File: src/rtl/tdm_map_pkg.sv
package tdm_map_pkg;

    typedef enum logic [1:0] {
        WK_OFF   = 2'd0,
        WK_HUNT  = 2'd1,
        WK_SLOTS = 2'd2
    } walk_state_t;

endpackage

File: src/rtl/tdm_slot_walker.sv
module tdm_slot_walker
    import tdm_map_pkg::*;
#(
    parameter int BLK_W  = 4,
    parameter int SLOT_W = BLK_W + 3,
    parameter int LEN_W  = SLOT_W + 1
) (
    input  logic              clk,
    input  logic              rst_n,
    input  logic              run,
    input  logic [BLK_W-1:0]  win_blocks,
    input  logic              fsync,
    input  logic              slot_stb,
    output logic              slot_fire,
    output logic [SLOT_W-1:0] slot_num,
    output logic              frame_start,
    output logic              frame_end,
    output logic [LEN_W-1:0]  win_len
);

    walk_state_t       state_q, state_d;
    logic [SLOT_W-1:0] idx_q;
    logic              last_slot;

    assign last_slot = (LEN_W'(idx_q) + LEN_W'(1)) == win_len;

    // next-state logic
    always_comb begin
        state_d = state_q;
        unique case (state_q)
            WK_OFF:   if (run) state_d = WK_HUNT;
            WK_HUNT:  if (fsync) state_d = WK_SLOTS;
            WK_SLOTS: begin
                if (fsync)                      state_d = WK_SLOTS;
                else if (slot_stb && last_slot) state_d = WK_HUNT;
            end
            default:  state_d = WK_OFF;
        endcase
        if (!run) state_d = WK_OFF;
    end

    // state register
    always_ff @(posedge clk) begin
        if (!rst_n) state_q <= WK_OFF;
        else        state_q <= state_d;
    end

    // registered outputs and slot counter
    always_ff @(posedge clk) begin
        if (!rst_n) begin
            idx_q       <= '0;
            slot_fire   <= 1'b0;
            slot_num    <= '0;
            frame_start <= 1'b0;
            frame_end   <= 1'b0;
            win_len     <= LEN_W'(8);
        end else begin
            slot_fire   <= 1'b0;
            frame_start <= 1'b0;
            frame_end   <= 1'b0;
            if (state_q == WK_OFF)
                win_len <= (LEN_W'(win_blocks) + LEN_W'(1)) << 3;
            if (run) begin
                unique case (state_q)
                    WK_HUNT: begin
                        if (fsync) begin
                            idx_q       <= '0;
                            frame_start <= 1'b1;
                        end
                    end
                    WK_SLOTS: begin
                        if (fsync) begin
                            idx_q       <= '0;
                            frame_start <= 1'b1;
                        end else if (slot_stb) begin
                            slot_fire <= 1'b1;
                            slot_num  <= idx_q;
                            frame_end <= last_slot;
                            idx_q     <= idx_q + SLOT_W'(1);
                        end
                    end
                    default: ;
                endcase
            end
        end
    end

    // a fired slot always lies inside the window
    assert_slot_in_window_R4: assert property (@(posedge clk) disable iff (!rst_n)
        slot_fire |-> (LEN_W'(slot_num) < win_len));

    // no slot fires unless a frame sync has opened the window
    assert_no_fire_before_sync_R10: assert property (@(posedge clk) disable iff (!rst_n)
        (state_q != WK_SLOTS) |=> !slot_fire);

endmodule

File: src/rtl/tdm_dir_path.sv
module tdm_dir_path #(
    parameter int SLOT_W = 7,
    parameter int LEN_W  = SLOT_W + 1,
    parameter int CH_MAX = 1 << SLOT_W,
    parameter int ADDR_W = 12
) (
    input  logic              clk,
    input  logic              rst_n,
    input  logic              run,
    input  logic              pack_in,
    input  logic              mask_wr,
    input  logic [CH_MAX-1:0] mask_data,
    input  logic              frame_start,
    input  logic              slot_fire,
    input  logic [SLOT_W-1:0] slot_num,
    input  logic              frame_end,
    input  logic [LEN_W-1:0]  win_len,
    output logic              req,
    output logic [SLOT_W-1:0] ofs,
    output logic [ADDR_W-1:0] addr
);

    logic [CH_MAX-1:0] active_q, pend_q;
    logic              pend_v_q;
    logic              pack_cur;
    logic              run_d;
    logic [SLOT_W-1:0] pk_q;
    logic [ADDR_W-1:0] base_q;
    logic [LEN_W-1:0]  en_cnt, step;
    logic [SLOT_W-1:0] cur_ofs;

    // enabled channels that fall inside the window
    always_comb begin
        en_cnt = '0;
        for (int i = 0; i < CH_MAX; i++) begin
            if (active_q[i] && (LEN_W'(i) < win_len))
                en_cnt = en_cnt + LEN_W'(1);
        end
        step    = pack_cur ? en_cnt : win_len;
        cur_ofs = pack_cur ? pk_q : slot_num;
    end

    always_ff @(posedge clk) begin
        if (!rst_n) begin
            active_q <= '0;
            pend_q   <= '0;
            pend_v_q <= 1'b0;
            pack_cur <= 1'b0;
            run_d    <= 1'b0;
            pk_q     <= '0;
            base_q   <= '0;
            req      <= 1'b0;
            ofs      <= '0;
            addr     <= '0;
        end else begin
            run_d <= run;
            req   <= 1'b0;
            if (!run) begin
                base_q   <= '0;
                pk_q     <= '0;
                pack_cur <= pack_in;
                pend_v_q <= 1'b0;
                if (pend_v_q) active_q <= pend_q;
                if (mask_wr)  active_q <= mask_data;
            end else begin
                if (frame_start) begin
                    pk_q <= '0;
                    if (pend_v_q) begin
                        active_q <= pend_q;
                        pend_v_q <= 1'b0;
                    end
                end
                if (slot_fire) begin
                    if (active_q[slot_num]) begin
                        req  <= 1'b1;
                        ofs  <= cur_ofs;
                        addr <= base_q + ADDR_W'(cur_ofs);
                        if (pack_cur) pk_q <= pk_q + SLOT_W'(1);
                    end
                    if (frame_end) base_q <= base_q + ADDR_W'(step);
                end
                // packed layout refuses writes while running
                if (mask_wr && !pack_cur) begin
                    pend_q   <= mask_data;
                    pend_v_q <= 1'b1;
                end
            end
        end
    end

    // a disabled channel never yields a request
    assert_skip_disabled_R6: assert property (@(posedge clk) disable iff (!rst_n)
        (slot_fire && !active_q[slot_num]) |=> !req);

    // the mask in use is frozen while running packed
    assert_packed_mask_frozen_R5: assert property (@(posedge clk) disable iff (!rst_n)
        (run && run_d && pack_cur) |-> $stable(active_q));

    // offsets never leave the window
    assert_ofs_in_window_R3: assert property (@(posedge clk) disable iff (!rst_n)
        req |-> (LEN_W'(ofs) < win_len));

endmodule

File: src/rtl/tdm_dma_slot_mapper.sv
module tdm_dma_slot_mapper #(
    parameter int BLK_W  = 4,
    parameter int ADDR_W = 12,
    localparam int SLOT_W = BLK_W + 3,
    localparam int LEN_W  = SLOT_W + 1,
    localparam int CH_MAX = 8 << BLK_W
) (
    input  logic              clk,
    input  logic              rst_n,
    input  logic              port_en,
    input  logic              mc_en,
    input  logic [BLK_W-1:0]  win_blocks,
    input  logic              fsync,
    input  logic              slot_stb,
    input  logic              tx_pack,
    input  logic              rx_pack,
    input  logic              tx_mask_wr,
    input  logic [CH_MAX-1:0] tx_mask_data,
    input  logic              rx_mask_wr,
    input  logic [CH_MAX-1:0] rx_mask_data,
    output logic              tx_req,
    output logic [SLOT_W-1:0] tx_ofs,
    output logic [ADDR_W-1:0] tx_addr,
    output logic              rx_req,
    output logic [SLOT_W-1:0] rx_ofs,
    output logic [ADDR_W-1:0] rx_addr,
    output logic              frame_done
);

    localparam int NDIR = 2;

    logic              run;
    logic              wk_fire, wk_start, wk_end;
    logic [SLOT_W-1:0] wk_num;
    logic [LEN_W-1:0]  wk_len;
    logic              fd_q;

    logic              pack_v  [NDIR];
    logic              wr_v    [NDIR];
    logic [CH_MAX-1:0] mask_v  [NDIR];
    logic              req_v   [NDIR];
    logic [SLOT_W-1:0] ofs_v   [NDIR];
    logic [ADDR_W-1:0] addr_v  [NDIR];

    // one multichannel switch serves both directions
    assign run = port_en && mc_en;

    assign pack_v[0] = tx_pack;
    assign pack_v[1] = rx_pack;
    assign wr_v[0]   = tx_mask_wr;
    assign wr_v[1]   = rx_mask_wr;
    assign mask_v[0] = tx_mask_data;
    assign mask_v[1] = rx_mask_data;

    tdm_slot_walker #(
        .BLK_W (BLK_W),
        .SLOT_W(SLOT_W),
        .LEN_W (LEN_W)
    ) u_walker (
        .clk        (clk),
        .rst_n      (rst_n),
        .run        (run),
        .win_blocks (win_blocks),
        .fsync      (fsync),
        .slot_stb   (slot_stb),
        .slot_fire  (wk_fire),
        .slot_num   (wk_num),
        .frame_start(wk_start),
        .frame_end  (wk_end),
        .win_len    (wk_len)
    );

    for (genvar d = 0; d < NDIR; d++) begin : g_dir
        tdm_dir_path #(
            .SLOT_W(SLOT_W),
            .LEN_W (LEN_W),
            .CH_MAX(CH_MAX),
            .ADDR_W(ADDR_W)
        ) u_path (
            .clk        (clk),
            .rst_n      (rst_n),
            .run        (run),
            .pack_in    (pack_v[d]),
            .mask_wr    (wr_v[d]),
            .mask_data  (mask_v[d]),
            .frame_start(wk_start),
            .slot_fire  (wk_fire),
            .slot_num   (wk_num),
            .frame_end  (wk_end),
            .win_len    (wk_len),
            .req        (req_v[d]),
            .ofs        (ofs_v[d]),
            .addr       (addr_v[d])
        );
    end

    // align frame completion with the last slot's request
    always_ff @(posedge clk) begin
        if (!rst_n) fd_q <= 1'b0;
        else        fd_q <= run && wk_end;
    end

    assign tx_req     = req_v[0];
    assign tx_ofs     = ofs_v[0];
    assign tx_addr    = addr_v[0];
    assign rx_req     = req_v[1];
    assign rx_ofs     = ofs_v[1];
    assign rx_addr    = addr_v[1];
    assign frame_done = fd_q;

    // stopping either enable silences both directions
    assert_stop_silences_both_R1: assert property (@(posedge clk) disable iff (!rst_n)
        !(port_en && mc_en) |=> !(tx_req || rx_req || frame_done));

endmodule

File: config.mk
export PLATFORM = sky130hd
export DESIGN_NAME = tdm_dma_slot_mapper
export DESIGN_NICKNAME = d
export VERILOG_FILES = /design/src/rtl/tdm_map_pkg.sv /design/src/rtl/tdm_slot_walker.sv /design/src/rtl/tdm_dir_path.sv /design/src/rtl/tdm_dma_slot_mapper.sv
export SDC_FILE = /design/constraint.sdc
export NUM_CORES = 2
export LEC_CHECK = 0
export BUFFER_PORTS_ARGS = -buffer_cell sky130_fd_sc_hd__buf_2
export CAP_MARGIN = 5
export CORE_MARGIN = 2
export CORE_UTILIZATION = 40
export DETAILED_ROUTE_END_ITERATION = 12
export GPL_TIMING_DRIVEN = 0
export PLACE_DENSITY_LB_ADDON = 0.2
export RECOVER_POWER = 25
export SYNTH_ARGS = -nofsm -noshare
export SYNTH_HDL_FRONTEND = slang
export SYNTH_HIERARCHICAL = 1
export SYNTH_SLANG_ARGS = --single-unit
File: constraint.sdc
create_clock -name clk -period 140.6 [get_ports clk]
set_clock_uncertainty 0.05 [all_clocks]
set_input_delay 28.12 -clock clk [delete_from_list [all_inputs] [get_ports clk]]
set_output_delay 28.12 -clock clk [all_outputs]
set_load 0.005 [all_outputs]
==> results.txt <==
remaining antenna violation count = 0
met3 Use GR = 4.150%
core area = 190,200 sq um
number of buffers added on ports = 310
Final Hold Fails = 0
Syn Inst Count = 10,090
CP Class = reg -> reg
worst hold path depth = 2
Max stage delay on crit path = 1.14 ns
Fillers = 19,450
Worst-Skew Late Latency = 0.70 ns
main area contributors after synthesis = dfxtp_1 (16%), xnor2_1 (11%), nand2_1 (7.6%)
Worst Hold End = g_dir[1].u_path/pend_q[32]$_SDFFE_PN0P_
most used cell, CP = ha_1
RSZ-0062 raised after global routing = no
vias in the first global route = 70,090
setup TNS = 0 ns
die area = 194,900 sq um
largest net degree at the start of global routing = 17
Distinct cells, synth = 120
met1 GRT Util = 36.55%
synth warn = 6
TritonRoute pass-1 iters = 8
Top Usage Layer GRT = met2
Crit Reg-Reg Endpoint = g_dir[1].u_path/base_q[11]$_SDFFE_PN0P_
share of layout cells above drive strength 1 = 9.065%
num ports = 311
critical-path maximum fanout = 16
MaxCap Viol Count = 0
asr flop ratio synth = 0%
DP HPWL = 218.4 mm
sequential-to-total area share from yosys stat = 16.18%
crit path max-delay cell type = dfxtp_1
reg-to-reg startpoint = u_walker/win_len[3]$_SDFFE_PN1N_
Reg2Reg Depth = 424
endpoints failing setup = 0
post-CTS sizing = 0
global route overflow = 0
DR vias = 76,090
Syn-to-layout area delta = 9.705%
most common cell in the synthesized netlist = nand2_1
Starting Density = 40.26%
Post-synth top cells = nand2_1 (1,559), nor2_1 (1,037), xnor2_1 (993)
initial DRC count = 6,536
Most used DFF post-synth = dfxtp_1
met2 track utilization from global routing = 41.88%
CP arrival = 86.24 ns
fin crit period = 85.72 ns
fmax = 0.01167 GHz
Synth Register Bits = 619
DP Area = 81,470 sq um
cts bufs inserted = 74
Clock Tree Root = clkbuf_16
TritonCTS clock tree = built
number of synthesized flops with an enable pin = 0
status = complete, no violations
top cell type by total area after synthesis = dfxtp_1
Storage cell area = 12,390 sq um
Avg Inst Size Synth = 7.592 sq um
antenna violations before repair = 34
CP bufs+invs = 30
Worst Hold Launch = g_dir[1].u_path/pend_q[32]$_SDFFE_PN0P_
Final Instance Area = 84,000 sq um
Rows = 160
top-area cell type share of the netlist area = 16.18%
Clock transition at path regs = 0.06 ns
startpoint types = register
routed wire length = 270.4 mm
multi-input logic area = 61,540 sq um
Placer Congestion = 0.9586
gr usage total = 26.58%
Post CTS Setup Buffer Count = 0
DRC viols = 0
fin. max-slew vios = 0
wire length per cell = 20.68 um
Worst-Margin Slew = 1.469 ns
crit-path leading delay family = adder cells
crit end category = register
Final period util = 60.96%
reg-to-reg slack, setup = 54.88 ns
clk sinks = 619
Worst Path Required = 141.13 ns
Die Ht = 441.5 um
Longest Clk Path Bufs = 3
first-pass GRT wire length = 411.2 mm
Hold Crit Class = reg -> reg
Slew headroom = 1.728%
vias per cell = 5.821
Post-CTS Hold Buffers = 0
Mapped Area = 76,570 sq um
Die Width = 441.5 um
H-Tree Depth = 3
nets@finish = 11,060
-- per-stage QoR --
stage	setup WS [ns]	util [%]	hold slack (ns)	instances
2_1_floorplan	66.39	-	0.3849	10090
3_3_place_gp	55.92	42.73	0.3906	12910
3_5_place_dp	55.99	42.84	0.3960	12920
4_1_cts	55.66	44.15	0.4042	13050
5_1_grt	47.81	44.16	0.4176	13070
6_report	54.88	44.17	0.4028	13070
-- worst max path at each step --
| stage | slack, ns | cells after the start | to | start |
|---|---|---|---|---|
| after floorplan | 66.39 | 425 | g_dir[0].u_path/base_q[11]$_SDFFE_PN0P_ | u_walker/win_len[3]$_SDFFE_PN1N_ |
| after global placement | 55.92 | 423 | g_dir[1].u_path/base_q[11]$_SDFFE_PN0P_ | u_walker/win_len[3]$_SDFFE_PN1N_ |
| after detailed placement | 55.99 | 426 | g_dir[0].u_path/base_q[11]$_SDFFE_PN0P_ | u_walker/win_len[3]$_SDFFE_PN1N_ |
| after CTS | 55.66 | 426 | g_dir[0].u_path/base_q[11]$_SDFFE_PN0P_ | u_walker/win_len[3]$_SDFFE_PN1N_ |
| after global routing | 47.81 | 423 | g_dir[0].u_path/base_q[11]$_SDFFE_PN0P_ | u_walker/win_len[3]$_SDFFE_PN1N_ |
| final | 54.88 | 424 | g_dir[1].u_path/base_q[11]$_SDFFE_PN0P_ | u_walker/win_len[3]$_SDFFE_PN1N_ |
-- per-layer routing --
metal,routed length [um],vias up
met5,119,-
met4,10710,18
met3,20400,448
met2,118200,2480
met1,120900,36520
li1,-,36630
-- state kept, by name (all words and copies together) (netlist names), 2 cells and up --
name and count:
g_dir.u_path/pk_q 14, u_walker/win_len 5, g_dir.u_path/active_q 256, g_dir.u_path/base_q 24
g_dir.u_path/pend_q 256, u_walker/state_q 2, g_dir.u_path/pack_cur 2, u_walker/idx_q 7
u_walker/slot_num 7, g_dir.u_path/ofs 14, g_dir.u_path/addr 24, g_dir.u_path/req 2
g_dir.u_path/pend_v_q 2
-- kinds of logic after synthesis --
| group | after synthesis | synth area share, % |
|---|---|---|
| AND/OR/NAND/NOR | 4081 | 24.62 |
| AO/OA/AOI/OAI | 2200 | 18.85 |
| XOR/XNOR | 1652 | 23.29 |
| buffers and inverters | 688 | 3.497 |
| flip-flops | 619 | 16.18 |
| multiplexers | 540 | 8.560 |
| adder cells (fa/ha/maj) | 304 | 4.987 |
| other | 1 | 0.004898 |
-- cells in the final DEF (no fill, tap or decap), types with 353 or more instances in the layout --
master    synthesis  layout
a21oi_1         680     680
clkbuf_1        347     386
dfxtp_1         619     619
mux2i_1         396     396
nand2_1        1559    1559
nand3_1         371     372
nor2_1         1037    1037
o21ai_0         351     353
xnor2_1         993     993
xor2_1          393     393
-- worst min-delay path, cell delays in order, from the launching register on --
cell and delay, ns:
dfxtp_1 0.31, nand2_1 0.05, a21oi_1 0.05
-- layout make-up --
| type | instances | area share, % |
|---|---|---|
| Sequential cell | 619 | 14.75 |
| Clock inverter | 24 | 0.3709 |
| Tap cell | 2511 | 3.740 |
| Timing Repair Buffer | 325 | 2.044 |
| Antenna cell | 15 | 0.04469 |
| Inverter | 263 | 1.175 |
| Clock buffer | 110 | 2.592 |
| Buffer | 425 | 2.018 |
| Multi-Input combinational cell | 8780 | 73.26 |
Power is not shown: default switching activity piles up to over one toggle a cycle in this logic, so the estimate is an artifact.
